[config.mk]
export PLATFORM = sky130hd
export DESIGN_NAME = rtc_upd_ctrl
export DESIGN_NICKNAME = d
export VERILOG_FILES = /design/src/rtl/rtc_upd_pkg.sv /design/src/rtl/rtc_upd_seq.sv /design/src/rtl/rtc_time_cnt.sv /design/src/rtl/rtc_irq_flags.sv /design/src/rtl/rtc_upd_ctrl.sv
export SDC_FILE = /design/constraint.sdc
export NUM_CORES = 1
export LEC_CHECK = 0
export CELL_PAD_IN_SITES_DETAIL_PLACEMENT = 1
export CELL_PAD_IN_SITES_GLOBAL_PLACEMENT = 2
export CORE_MARGIN = 4
export CORE_UTILIZATION = 33
export DETAILED_ROUTE_END_ITERATION = 10
export GPL_TIMING_DRIVEN = 0
export PLACE_DENSITY = 0.81
export SYNTH_ARGS = -nofsm -noshare
export SYNTH_HDL_FRONTEND = slang
export SYNTH_SLANG_ARGS = --single-unit
[constraint.sdc]
create_clock -name clk -period 1.9 [get_ports clk]
set_input_delay 0.38 -clock clk [delete_from_list [all_inputs] [get_ports clk]]
set_output_delay 0.38 -clock clk [all_outputs]
set_load 0.005 [all_outputs]
[src/rtl/rtc_upd_pkg.sv]
package rtc_upd_pkg;

  typedef struct packed {
    logic [4:0] hr;
    logic [5:0] mn;
    logic [5:0] sc;
  } hms_t;

  // register addresses
  localparam logic [3:0] AD_SEC  = 4'd0;
  localparam logic [3:0] AD_MIN  = 4'd1;
  localparam logic [3:0] AD_HR   = 4'd2;
  localparam logic [3:0] AD_ALM0 = 4'd3;
  localparam logic [3:0] AD_STA  = 4'd9;
  localparam logic [3:0] AD_CTL  = 4'd10;
  localparam logic [3:0] AD_FLG  = 4'd11;
  localparam logic [3:0] AD_XFL  = 4'd12;

  // control bit positions
  localparam int B_PIE  = 6;
  localparam int B_AIE  = 5;
  localparam int B_UIE  = 4;
  localparam int B_XAIE = 0;

  // one-second advance with ordered carries
  function automatic hms_t hms_next(input hms_t t);
    hms_t n;
    n = t;
    if (t.sc >= 6'd59) begin
      n.sc = '0;
      if (t.mn >= 6'd59) begin
        n.mn = '0;
        n.hr = (t.hr >= 5'd23) ? 5'd0 : t.hr + 5'd1;
      end else begin
        n.mn = t.mn + 6'd1;
      end
    end else begin
      n.sc = t.sc + 6'd1;
    end
    return n;
  endfunction

endpackage

[src/rtl/rtc_upd_seq.sv]
module rtc_upd_seq #(
  parameter int TICKS = 32768,
  parameter int PRE   = 8,
  parameter int WIN   = 65
) (
  input  logic clk,
  input  logic rst_n,
  input  logic tick,
  output logic uip,
  output logic evt_rise,
  output logic evt_xfer,
  output logic evt_end
);
  localparam int PH_W = $clog2(TICKS);
  localparam int WC_W = $clog2(WIN + 1);
  localparam logic [PH_W-1:0] PH_LAST = PH_W'(TICKS - 1);
  localparam logic [PH_W-1:0] PH_RISE = PH_W'(TICKS - PRE - 1);
  localparam logic [WC_W-1:0] WC_LAST = WC_W'(WIN - 1);

  logic [PH_W-1:0] ph_q;
  logic [WC_W-1:0] wc_q;
  logic            in_win_q;

  assign evt_rise = tick && (ph_q == PH_RISE);
  assign evt_xfer = tick && (ph_q == PH_LAST);
  assign evt_end  = tick && in_win_q && (wc_q == WC_LAST);

  always_ff @(posedge clk) begin
    if (!rst_n) begin
      ph_q     <= '0;
      wc_q     <= '0;
      in_win_q <= 1'b0;
      uip      <= 1'b0;
    end else begin
      if (tick) ph_q <= (ph_q == PH_LAST) ? '0 : ph_q + 1'b1;
      if (evt_rise) uip <= 1'b1;
      else if (evt_end) uip <= 1'b0;
      if (evt_xfer) begin
        in_win_q <= 1'b1;
        wc_q     <= '0;
      end else if (evt_end) begin
        in_win_q <= 1'b0;
      end else if (in_win_q && tick) begin
        wc_q <= wc_q + 1'b1;
      end
    end
  end
endmodule

[src/rtl/rtc_time_cnt.sv]
module rtc_time_cnt
  import rtc_upd_pkg::*;
(
  input  logic       clk,
  input  logic       rst_n,
  input  logic       evt_rise,
  input  logic       evt_xfer,
  input  logic       uip,
  input  logic       wr_sc,
  input  logic       wr_mn,
  input  logic       wr_hr,
  input  logic [5:0] wdata,
  output hms_t       live,
  output hms_t       view
);
  hms_t hold_q;

  always_ff @(posedge clk) begin
    if (!rst_n) begin
      live   <= '0;
      hold_q <= '0;
    end else begin
      if (evt_xfer) live <= hms_next(live);
      if (wr_sc) live.sc <= wdata;
      if (wr_mn) live.mn <= wdata;
      if (wr_hr) live.hr <= wdata[4:0];
      if (evt_rise) hold_q <= live;
    end
  end

  assign view = uip ? hold_q : live;
endmodule

[src/rtl/rtc_irq_flags.sv]
module rtc_irq_flags
  import rtc_upd_pkg::*;
#(
  parameter int N_ALM = 2
) (
  input  logic             clk,
  input  logic             rst_n,
  input  logic             evt_end,
  input  logic             pi_pulse,
  input  hms_t             now,
  input  hms_t [N_ALM-1:0] alm,
  input  logic             ie_uf,
  input  logic             ie_af,
  input  logic             ie_pf,
  input  logic             ie_xa,
  input  logic             rd_c,
  input  logic             rd_x,
  output logic [7:0]       stat_c,
  output logic             xaf,
  output logic             irqf,
  output logic             xirqf
);
  logic [N_ALM-1:0] hit;
  logic uf_q, af_q, pf_q;

  for (genvar g = 0; g < N_ALM; g++) begin : g_cmp
    assign hit[g] = evt_end && (now == alm[g]);
  end

  // set beats clear
  always_ff @(posedge clk) begin
    if (!rst_n) begin
      uf_q <= 1'b0;
      af_q <= 1'b0;
      pf_q <= 1'b0;
      xaf  <= 1'b0;
    end else begin
      uf_q <= evt_end  ? 1'b1 : (rd_c ? 1'b0 : uf_q);
      af_q <= hit[0]   ? 1'b1 : (rd_c ? 1'b0 : af_q);
      pf_q <= pi_pulse ? 1'b1 : (rd_c ? 1'b0 : pf_q);
      xaf  <= hit[N_ALM-1] ? 1'b1 : (rd_x ? 1'b0 : xaf);
    end
  end

  assign irqf   = (uf_q & ie_uf) | (af_q & ie_af) | (pf_q & ie_pf);
  assign xirqf  = xaf & ie_xa;
  assign stat_c = {irqf, pf_q, af_q, uf_q, 4'b0000};
endmodule

[src/rtl/rtc_upd_ctrl.sv]
module rtc_upd_ctrl
  import rtc_upd_pkg::*;
#(
  parameter int TICKS_PER_SEC = 32768,
  parameter int PRE_TICKS     = 8,
  parameter int WIN_TICKS     = 65
) (
  input  logic       clk,
  input  logic       rst_n,
  input  logic       tick_32k,
  input  logic       pi_pulse,
  input  logic [3:0] bus_addr,
  input  logic       bus_wr,
  input  logic       bus_rd,
  input  logic [7:0] bus_wdata,
  output logic [7:0] bus_rdata,
  output logic       uip,
  output logic [7:0] stat_c,
  output logic       xaf,
  output logic       irq_n,
  output logic       xirq_n
);
  localparam int N_ALM = 2;

  logic evt_rise, evt_xfer, evt_end;
  logic irqf, xirqf;
  logic rd_c, rd_x, any_wr;
  logic wr_sc, wr_mn, wr_hr;
  logic [7:0] ctl_q;
  hms_t t_live, t_view;
  hms_t [N_ALM-1:0] alm_vec;
  logic [5:0] live_sc, view_sc;

  rtc_upd_seq #(
    .TICKS(TICKS_PER_SEC), .PRE(PRE_TICKS), .WIN(WIN_TICKS)
  ) u_seq (
    .clk(clk), .rst_n(rst_n), .tick(tick_32k), .uip(uip),
    .evt_rise(evt_rise), .evt_xfer(evt_xfer), .evt_end(evt_end)
  );

  assign any_wr = bus_wr;
  assign wr_sc  = bus_wr && (bus_addr == AD_SEC);
  assign wr_mn  = bus_wr && (bus_addr == AD_MIN);
  assign wr_hr  = bus_wr && (bus_addr == AD_HR);
  assign rd_c   = bus_rd && (bus_addr == AD_FLG);
  assign rd_x   = bus_rd && (bus_addr == AD_XFL);

  rtc_time_cnt u_time (
    .clk(clk), .rst_n(rst_n), .evt_rise(evt_rise), .evt_xfer(evt_xfer),
    .uip(uip), .wr_sc(wr_sc), .wr_mn(wr_mn), .wr_hr(wr_hr),
    .wdata(bus_wdata[5:0]), .live(t_live), .view(t_view)
  );

  for (genvar g = 0; g < N_ALM; g++) begin : g_alm
    localparam logic [3:0] BASE = AD_ALM0 + 4'(3 * g);
    hms_t a_q;
    always_ff @(posedge clk) begin
      if (!rst_n) begin
        a_q <= '0;
      end else if (bus_wr) begin
        if (bus_addr == BASE)        a_q.sc <= bus_wdata[5:0];
        if (bus_addr == BASE + 4'd1) a_q.mn <= bus_wdata[5:0];
        if (bus_addr == BASE + 4'd2) a_q.hr <= bus_wdata[4:0];
      end
    end
    assign alm_vec[g] = a_q;
  end

  always_ff @(posedge clk) begin
    if (!rst_n) ctl_q <= '0;
    else if (bus_wr && (bus_addr == AD_CTL)) ctl_q <= bus_wdata;
  end

  rtc_irq_flags #(.N_ALM(N_ALM)) u_flags (
    .clk(clk), .rst_n(rst_n), .evt_end(evt_end), .pi_pulse(pi_pulse),
    .now(t_live), .alm(alm_vec),
    .ie_uf(ctl_q[B_UIE]), .ie_af(ctl_q[B_AIE]), .ie_pf(ctl_q[B_PIE]),
    .ie_xa(ctl_q[B_XAIE]), .rd_c(rd_c), .rd_x(rd_x),
    .stat_c(stat_c), .xaf(xaf), .irqf(irqf), .xirqf(xirqf)
  );

  assign irq_n   = ~irqf;
  assign xirq_n  = ~xirqf;
  assign live_sc = t_live.sc;
  assign view_sc = t_view.sc;

  always_comb begin
    case (bus_addr)
      AD_SEC:  bus_rdata = {2'b00, t_view.sc};
      AD_MIN:  bus_rdata = {2'b00, t_view.mn};
      AD_HR:   bus_rdata = {3'b000, t_view.hr};
      AD_STA:  bus_rdata = {uip, 7'b0};
      AD_CTL:  bus_rdata = ctl_q;
      AD_FLG:  bus_rdata = stat_c;
      AD_XFL:  bus_rdata = {2'b00, xaf, 5'b0};
      default: bus_rdata = 8'h00;
    endcase
  end
endmodule


==> flow_metrics.tcl, run 1 <==
set metrics [dict create \
    setup_slack_ps -316 \
    skew_ps 6.31 \
    busiest_layer "met2" \
    cts_sinks 104 \
    grtUsageMet2_pct 34.2 \
    worstSkewPairLatency_ps 350 \
    drv_cap 0 \
    max_freq_ghz 0.451 \
    grt_pass1_vias 5225 \
    antenna_found_initial 1 \
    end_kind "primary output" \
    gp_congestion 0.807 \
    ir_worst_vdd_uv 332 \
    status "finished with violations" \
    finalWirelength_mm 19.0 \
    h-tree-depth 3 \
    num_io_pins 38 \
    use_met3_pct 3.32 \
    min_path_cells 3 \
    final_util_pct 42.7 \
    yosysUniqueCellTypes 62 \
    synth_edf_count 0 \
    worstSetupPathType "reg -> out" \
    dr.pass1.iters 4 \
    cts_inserted_buffers 9 \
    synth.ff_latch_count 104 \
    critPathMaxFanout 2 \
    grt_first_pass_wirelength_mm 29.2 \
    seq_area_frac_synth_pct 37.5 \
    netlist_area_mm2 0.00555 \
    cts_max_path_buffers 2 \
    whs_endpoint "u_seq.ph_q[1]" \
    violations "negative setup slack" \
    cp.required_ps 1520 \
    grt.met1_usage_pct 26.0 \
    n_antenna_cell 0 \
    leakage_nw 2.79 \
    grt.overflow.total 0 \
    timing.final.crit_period_ps 2220 \
    final_cell_count_no_fill 913 \
    relSlewSlack_pct 35.9 \
    row_count 47 \
    place_area_mm2 0.00608 \
    dp_hpwl_mm 12.4 \
    numPortBuffers 24 \
    finalPower_mw 4.67 \
    r2r_end "u_time.live[14]" \
    rsz0062_at_grt "yes" \
    die-width_um 138 \
    place_inst 866 \
    cts_root_buf "clkbuf_16" \
    final_nets 712 \
    period_share_pct 117 \
    worst_ep_arrival_time_ps 1840 \
    setup_viol 7 \
    routedWlPerCell_um 20.8 \
    finish.instance_area_mm2 0.00706 \
    cts_hold_buf 0 \
    via_per_inst 5.37 \
    yosys_warnings 0 \
    grt_usage_pct 20.4 \
    die_area_mm2 0.0190 \
    post-place-ws_ps -1380 \
    hold_class "in -> reg" \
    rrSetupSlack_ps 0 \
    cts_tree "done" \
    clk_pin_slew_worst_paths_ps 70 \
    drtIter0Drc 350 \
    core-area_mm2 0.0165 \
    start_kind "flip-flop" \
    initial_utilization_pct 33.6 \
    min_from "tick_32k" \
    area_delta_synth_final_pct 27.2 \
    grt_max_degree 17 \
    ant_nets 0 \
    synthFlopType "dfxtp_1" \
    finalHoldViolCount 0 \
    syn_inst 619 \
    syn_avg_cell_area_um2 8.97 \
    drcViolationCount 0 \
    drv_slew 0 \
    drive_above_1_share_pct 24.0 \
    worst_pin_slew_ps 962 \
    worst_r2r_path_depth 8 \
    die_h_um 138 \
    power-per-cell-area_mw_per_mm2 661 \
    dr_total_vias 4900 \
    rr_startpoint "u_time.live[3]" \
    async_reset_ff_share_pct 0 \
]
## report_power, final
group / internal, mW / switching, mW / total [mW]
Combinational: 0.161 / 0.230 / 0.391
Sequential: 2.20 / 0.0222 / 2.22
Clock: 1.19 / 0.868 / 2.06
Total: 3.55 / 1.12 / 4.67
## repair_timing
action | CTS | global route
gates cloned | 0 | 1
resized for setup | 142 | 38
endpoints found under the setup margin | 91 | 51
pin swaps | 17 | 21
buffers inserted | 28 | 6
## synthesized netlist by cell type, drive strengths merged, types with 3 or more instances
library cell,n,area [µm²]
nor2b,65,407
inv,8,30.0
mux2,6,67.6
o22ai,4,25.0
mux2i,67,671
a221oi,5,43.8
a211o,4,35.0
nand2b,5,31.3
a21boi,5,37.5
nand2,36,138
xor2,38,333
and3,5,31.3
a31oi,16,100
ha,6,75.1
a21oi,19,95.1
nor2,38,143
clkbuf,33,124
buf,24,149
o21ai,24,120
dfxtp,104,2080
nor4,9,77.6
and2,4,25.0
or3,5,31.3
xnor2,14,123
nand4,20,155
nand3,23,128
nor3,3,15.0
## per-stage QoR
step | hold WS (ps) | TNS [ps]
6_report | 396 | -1050
5_1_grt | 420 | -1960
4_1_cts | 392 | -1010
3_5_place_dp | 501 | -40810
3_3_place_gp | 484 | -38980
2_1_floorplan | 456 | 0
## worst max path at each step
stage	from	to	cells past startpoint
6_report	u_time.live[4]	bus_rdata[4]	5
3_3_place_gp	bus_addr[1]	bus_rdata[0]	8
4_1_cts	u_time.live[4]	bus_rdata[4]	5
5_1_grt	u_time.live[4]	bus_rdata[4]	5
2_1_floorplan	bus_addr[0]	bus_rdata[0]	6
3_5_place_dp	bus_addr[1]	bus_rdata[2]	8
## state kept, by name, indices dropped and copies added (netlist names), 7 cells and up
| register | flops |
|---|---|
| u_seq.ph_q | 15 |
| u_time.live | 17 |
| ctl_q | 8 |
| u_time.hold_q | 17 |
| u_seq.wc_q | 7 |
| alm_vec | 34 |
## critical path, cell delays in order (launching register included)
cell,delay [ps]
dfxtp_2,320
clkbuf_8,140
mux4_2,490
a221oi_2,310
nor3b_2,80
buf_2,130
## area by class of cell
cell class                      instances  area (µm²)
Buffer                                 54         413
Timing Repair Buffer                   58         524
Inverter                                8        32.5
Clock buffer                           11         243
Fill cell                            1877        9460
Multi-Input combinational cell        453        3360
Clock inverter                          5        80.1
Sequential cell                       104        2130
Tap cell                              220         275
## layout by cell type (no fill, tap or decap), types with 4 or more instances in the layout
cell type / netlist / routed
a221oi_2: 0 / 4
nand3_1: 22 / 20
buf_4: 10 / 36
a21oi_1: 19 / 16
nor2_1: 38 / 35
dfxtp_2: 0 / 19
xor2_1: 38 / 38
inv_1: 7 / 5
mux2_4: 0 / 5
buf_2: 11 / 12
clkbuf_16: 0 / 10
nor4_1: 7 / 5
clkbuf_8: 0 / 4
clkdlybuf4s50_1: 0 / 13
nand2_1: 35 / 34
nor2b_1: 65 / 64
dfxtp_4: 0 / 6
ha_1: 6 / 5
o21ai_0: 18 / 17
a31oi_1: 16 / 15
and3_1: 5 / 5
conb_1: 1 / 4
or3_1: 5 / 5
clkbuf_4: 0 / 6
o22ai_1: 4 / 4
mux2i_1: 67 / 67
dfxtp_1: 104 / 79
buf_6: 1 / 14
nand2b_1: 5 / 5
o21ai_1: 6 / 5
a211o_1: 4 / 4
nand4_1: 18 / 18
xnor2_1: 14 / 14
clkbuf_1: 33 / 16
## cells by family after synthesis
group,Yosys count,synth area share [%]
simple gates,225,23.0
other cells,1,0.0675
buf+inv,65,5.45
flops,104,37.5
mux,74,13.7
xor+xnor,52,8.20
compound gates,92,10.7
fa+ha+maj,6,1.35
## metal layers
| layer | vias up | wire, µm |
|---|---|---|
| met1 | 2441 | 8500 |
| li1 | 2294 | - |
| met3 | 40 | 844 |
| met2 | 123 | 9110 |
| met4 | 2 | 514 |
| met5 | - | 13 |
Note: power is estimated with default switching activity, not from simulation.
==> run 2, diff against run 1 <==
Settings changed: CELL_PAD_IN_SITES_DETAIL_PLACEMENT 1 to 0, CELL_PAD_IN_SITES_GLOBAL_PLACEMENT 2 to 1, CORE_UTILIZATION 33 to 36, PLACE_DENSITY 0.81 to 0.74.
==> run 2 against run 1 <==
The flow still finishes with violations (negative setup slack). Critical path type unchanged. Clock skew is 2.7 ps higher. Clock power is 3% lower. Sequential cell count unchanged. Clock-buffer cell count increased by 3. Global-route usage down 2.5 points. Highest routed layer is now met4. Setup slack improved by 54 ps. Non-clock buffer count down 6. First-iteration DRC count is 11% lower. Sequential power barely moved. Die area shrank 7.9%.
==> flow_metrics.tcl, run 2 (synthesized netlist as in run 1, its figures left out) <==
set metrics [dict create \
    grt_pass1_vias 4362 \
    finish.instance_area_mm2 0.00690 \
    n_antenna_cell 0 \
    dr.pass1.iters 5 \
    worstSkewPairLatency_ps 360 \
    numPortBuffers 24 \
    post-place-ws_ps -1330 \
    finalPower_mw 4.58 \
    worst_ep_arrival_time_ps 1780 \
    grt_usage_pct 17.9 \
    worst_pin_slew_ps 813 \
    tns_ps -1320 \
    via_per_inst 5.31 \
    timing.final.crit_period_ps 2160 \
    whs_ps 387 \
    ir_worst_vdd_uv 407 \
    nFillCells 1434 \
    leakage_nw 2.72 \
    final_nets 706 \
    finalWirelength_mm 15.9 \
    worst_r2r_path_depth 6 \
    dr_total_vias 4649 \
    status "finished with violations" \
    power-per-cell-area_mw_per_mm2 663 \
    hold_class "in -> reg" \
    min_path_cells 3 \
    critPathLaunch "u_seq.uip" \
    routedWlPerCell_um 18.1 \
    max_freq_ghz 0.462 \
    ant_nets 0 \
    largest_register_ffs 34 \
    place_area_mm2 0.00604 \
    crit_path_cell_trace "mux4_2, a221oi_2, nor3b_2, buf_2" \
    place_inst 834 \
    violations "negative setup slack" \
    drtIter0Drc 311 \
    num_io_pins 38 \
    drcViolationCount 0 \
    die_area_mm2 0.0175 \
    cts_root_buf "clkbuf_16" \
    initial_utilization_pct 36.7 \
    gp_congestion 0.891 \
    critPathMaxFanout 5 \
    grt.overflow.total 0 \
    register_area_mm2 0.00212 \
    die-width_um 132 \
    cts_inserted_buffers 9 \
    finalHoldViolCount 0 \
    cts_max_path_buffers 2 \
    start_kind "flip-flop" \
    drive_above_1_share_pct 21.5 \
    clk_pin_slew_worst_paths_ps 70 \
    rrSetupSlack_ps 10 \
    grt_first_pass_wirelength_mm 24.5 \
    r2r_end "u_time.live[15]" \
    row_count 45 \
    multi_input_area_mm2 0.00332 \
    relSlewSlack_pct 45.8 \
    area_delta_synth_final_pct 24.3 \
    dp_hpwl_mm 10.8 \
    layout_commonest_cell "dfxtp_1" \
    cts_sinks 104 \
    worstSetupPathType "reg -> out" \
    grt_max_degree 16 \
    drv_slew 0 \
    final_util_pct 45.6 \
    period_share_pct 114 \
    cts_tree "done" \
    end_kind "primary output" \
    setup_viol 8 \
    setup_slack_ps -263 \
    whs_endpoint "u_seq.ph_q[1]" \
    h-tree-depth 3 \
    min_from "tick_32k" \
    rsz0062_at_grt "yes" \
    skew_ps 8.97 \
    max_stage_delay_ps 530 \
    rr_startpoint "u_seq.ph_q[1]" \
    core-area_mm2 0.0151 \
    cp.required_ps 1520 \
    die_h_um 132 \
    final_cell_count_no_fill 875 \
    cp_slowest_cell "mux4_2" \
    cts_hold_buf 0 \
    antenna_found_initial 0 \
    drv_cap 0 \
    final_cell_mix "dfxtp_1, mux2i_1, nor2b_1, xor2_1, nor2_1" \
]
-- run 2: cell count changes in the layout (fill, tap and decap cells not counted), moves of 3 or more --
cell,delta
buf_2,-4
buf_6,-3
clkbuf_8,+4
dfxtp_1,+6
dfxtp_2,-6
mux2_2,+3
mux2_4,-3
-- run 2: area by class of cell --
type | instances | share of cell area, %
Buffer | 53 | 5.60
Inverter | 8 | 0.471
Clock inverter | 2 | 0.508
Multi-Input combinational cell | 453 | 48.1
Timing Repair Buffer | 53 | 7.03
Clock buffer | 14 | 4.11
Sequential cell | 104 | 30.7
Tap cell | 188 | 3.41
-- run 2: layer usage --
metal / vias up / global-route usage, % / part of all wire, %
li1: 2294 / - / -
met1: 2204 / 24.5 / 47
met2: 123 / 27.9 / 45
met3: 28 / 3.36 / 4.7
met4: 0 / 7.22 / 2.8
met5: - / 0 / 0
-- run 2: power by group --
| part | internal (mW) | switching [mW] |
|---|---|---|
| sequential | 2.20 | 0.0241 |
| combinational | 0.155 | 0.206 |
| clock | 1.17 | 0.830 |
-- run 2: timing repair --
action	CTS	global route
pin swaps	10	11
setup endpoints to repair	77	60
resized for setup	116	38
cloned	0	1
setup buffers	19	9
hold endpoints to repair	0	0
-- run 2: worst max-delay path by stage --
stage | slack [ps] | depth (start not counted) | endpoint
3_5_place_dp | -1330 | 8 | bus_rdata[1]
5_1_grt | -320 | 4 | bus_rdata[4]
2_1_floorplan | 4 | 6 | bus_rdata[0]
6_report | -260 | 4 | bus_rdata[4]
4_1_cts | -270 | 5 | bus_rdata[4]
3_3_place_gp | -1320 | 8 | bus_rdata[3]
-- run 2: critical path: cells and delay by family, from the launching register on --
family,cells,cell delay (ps)
buf+inv,1,140
flops,1,400
simple gates,1,80
compound gates,1,290
mux,1,530
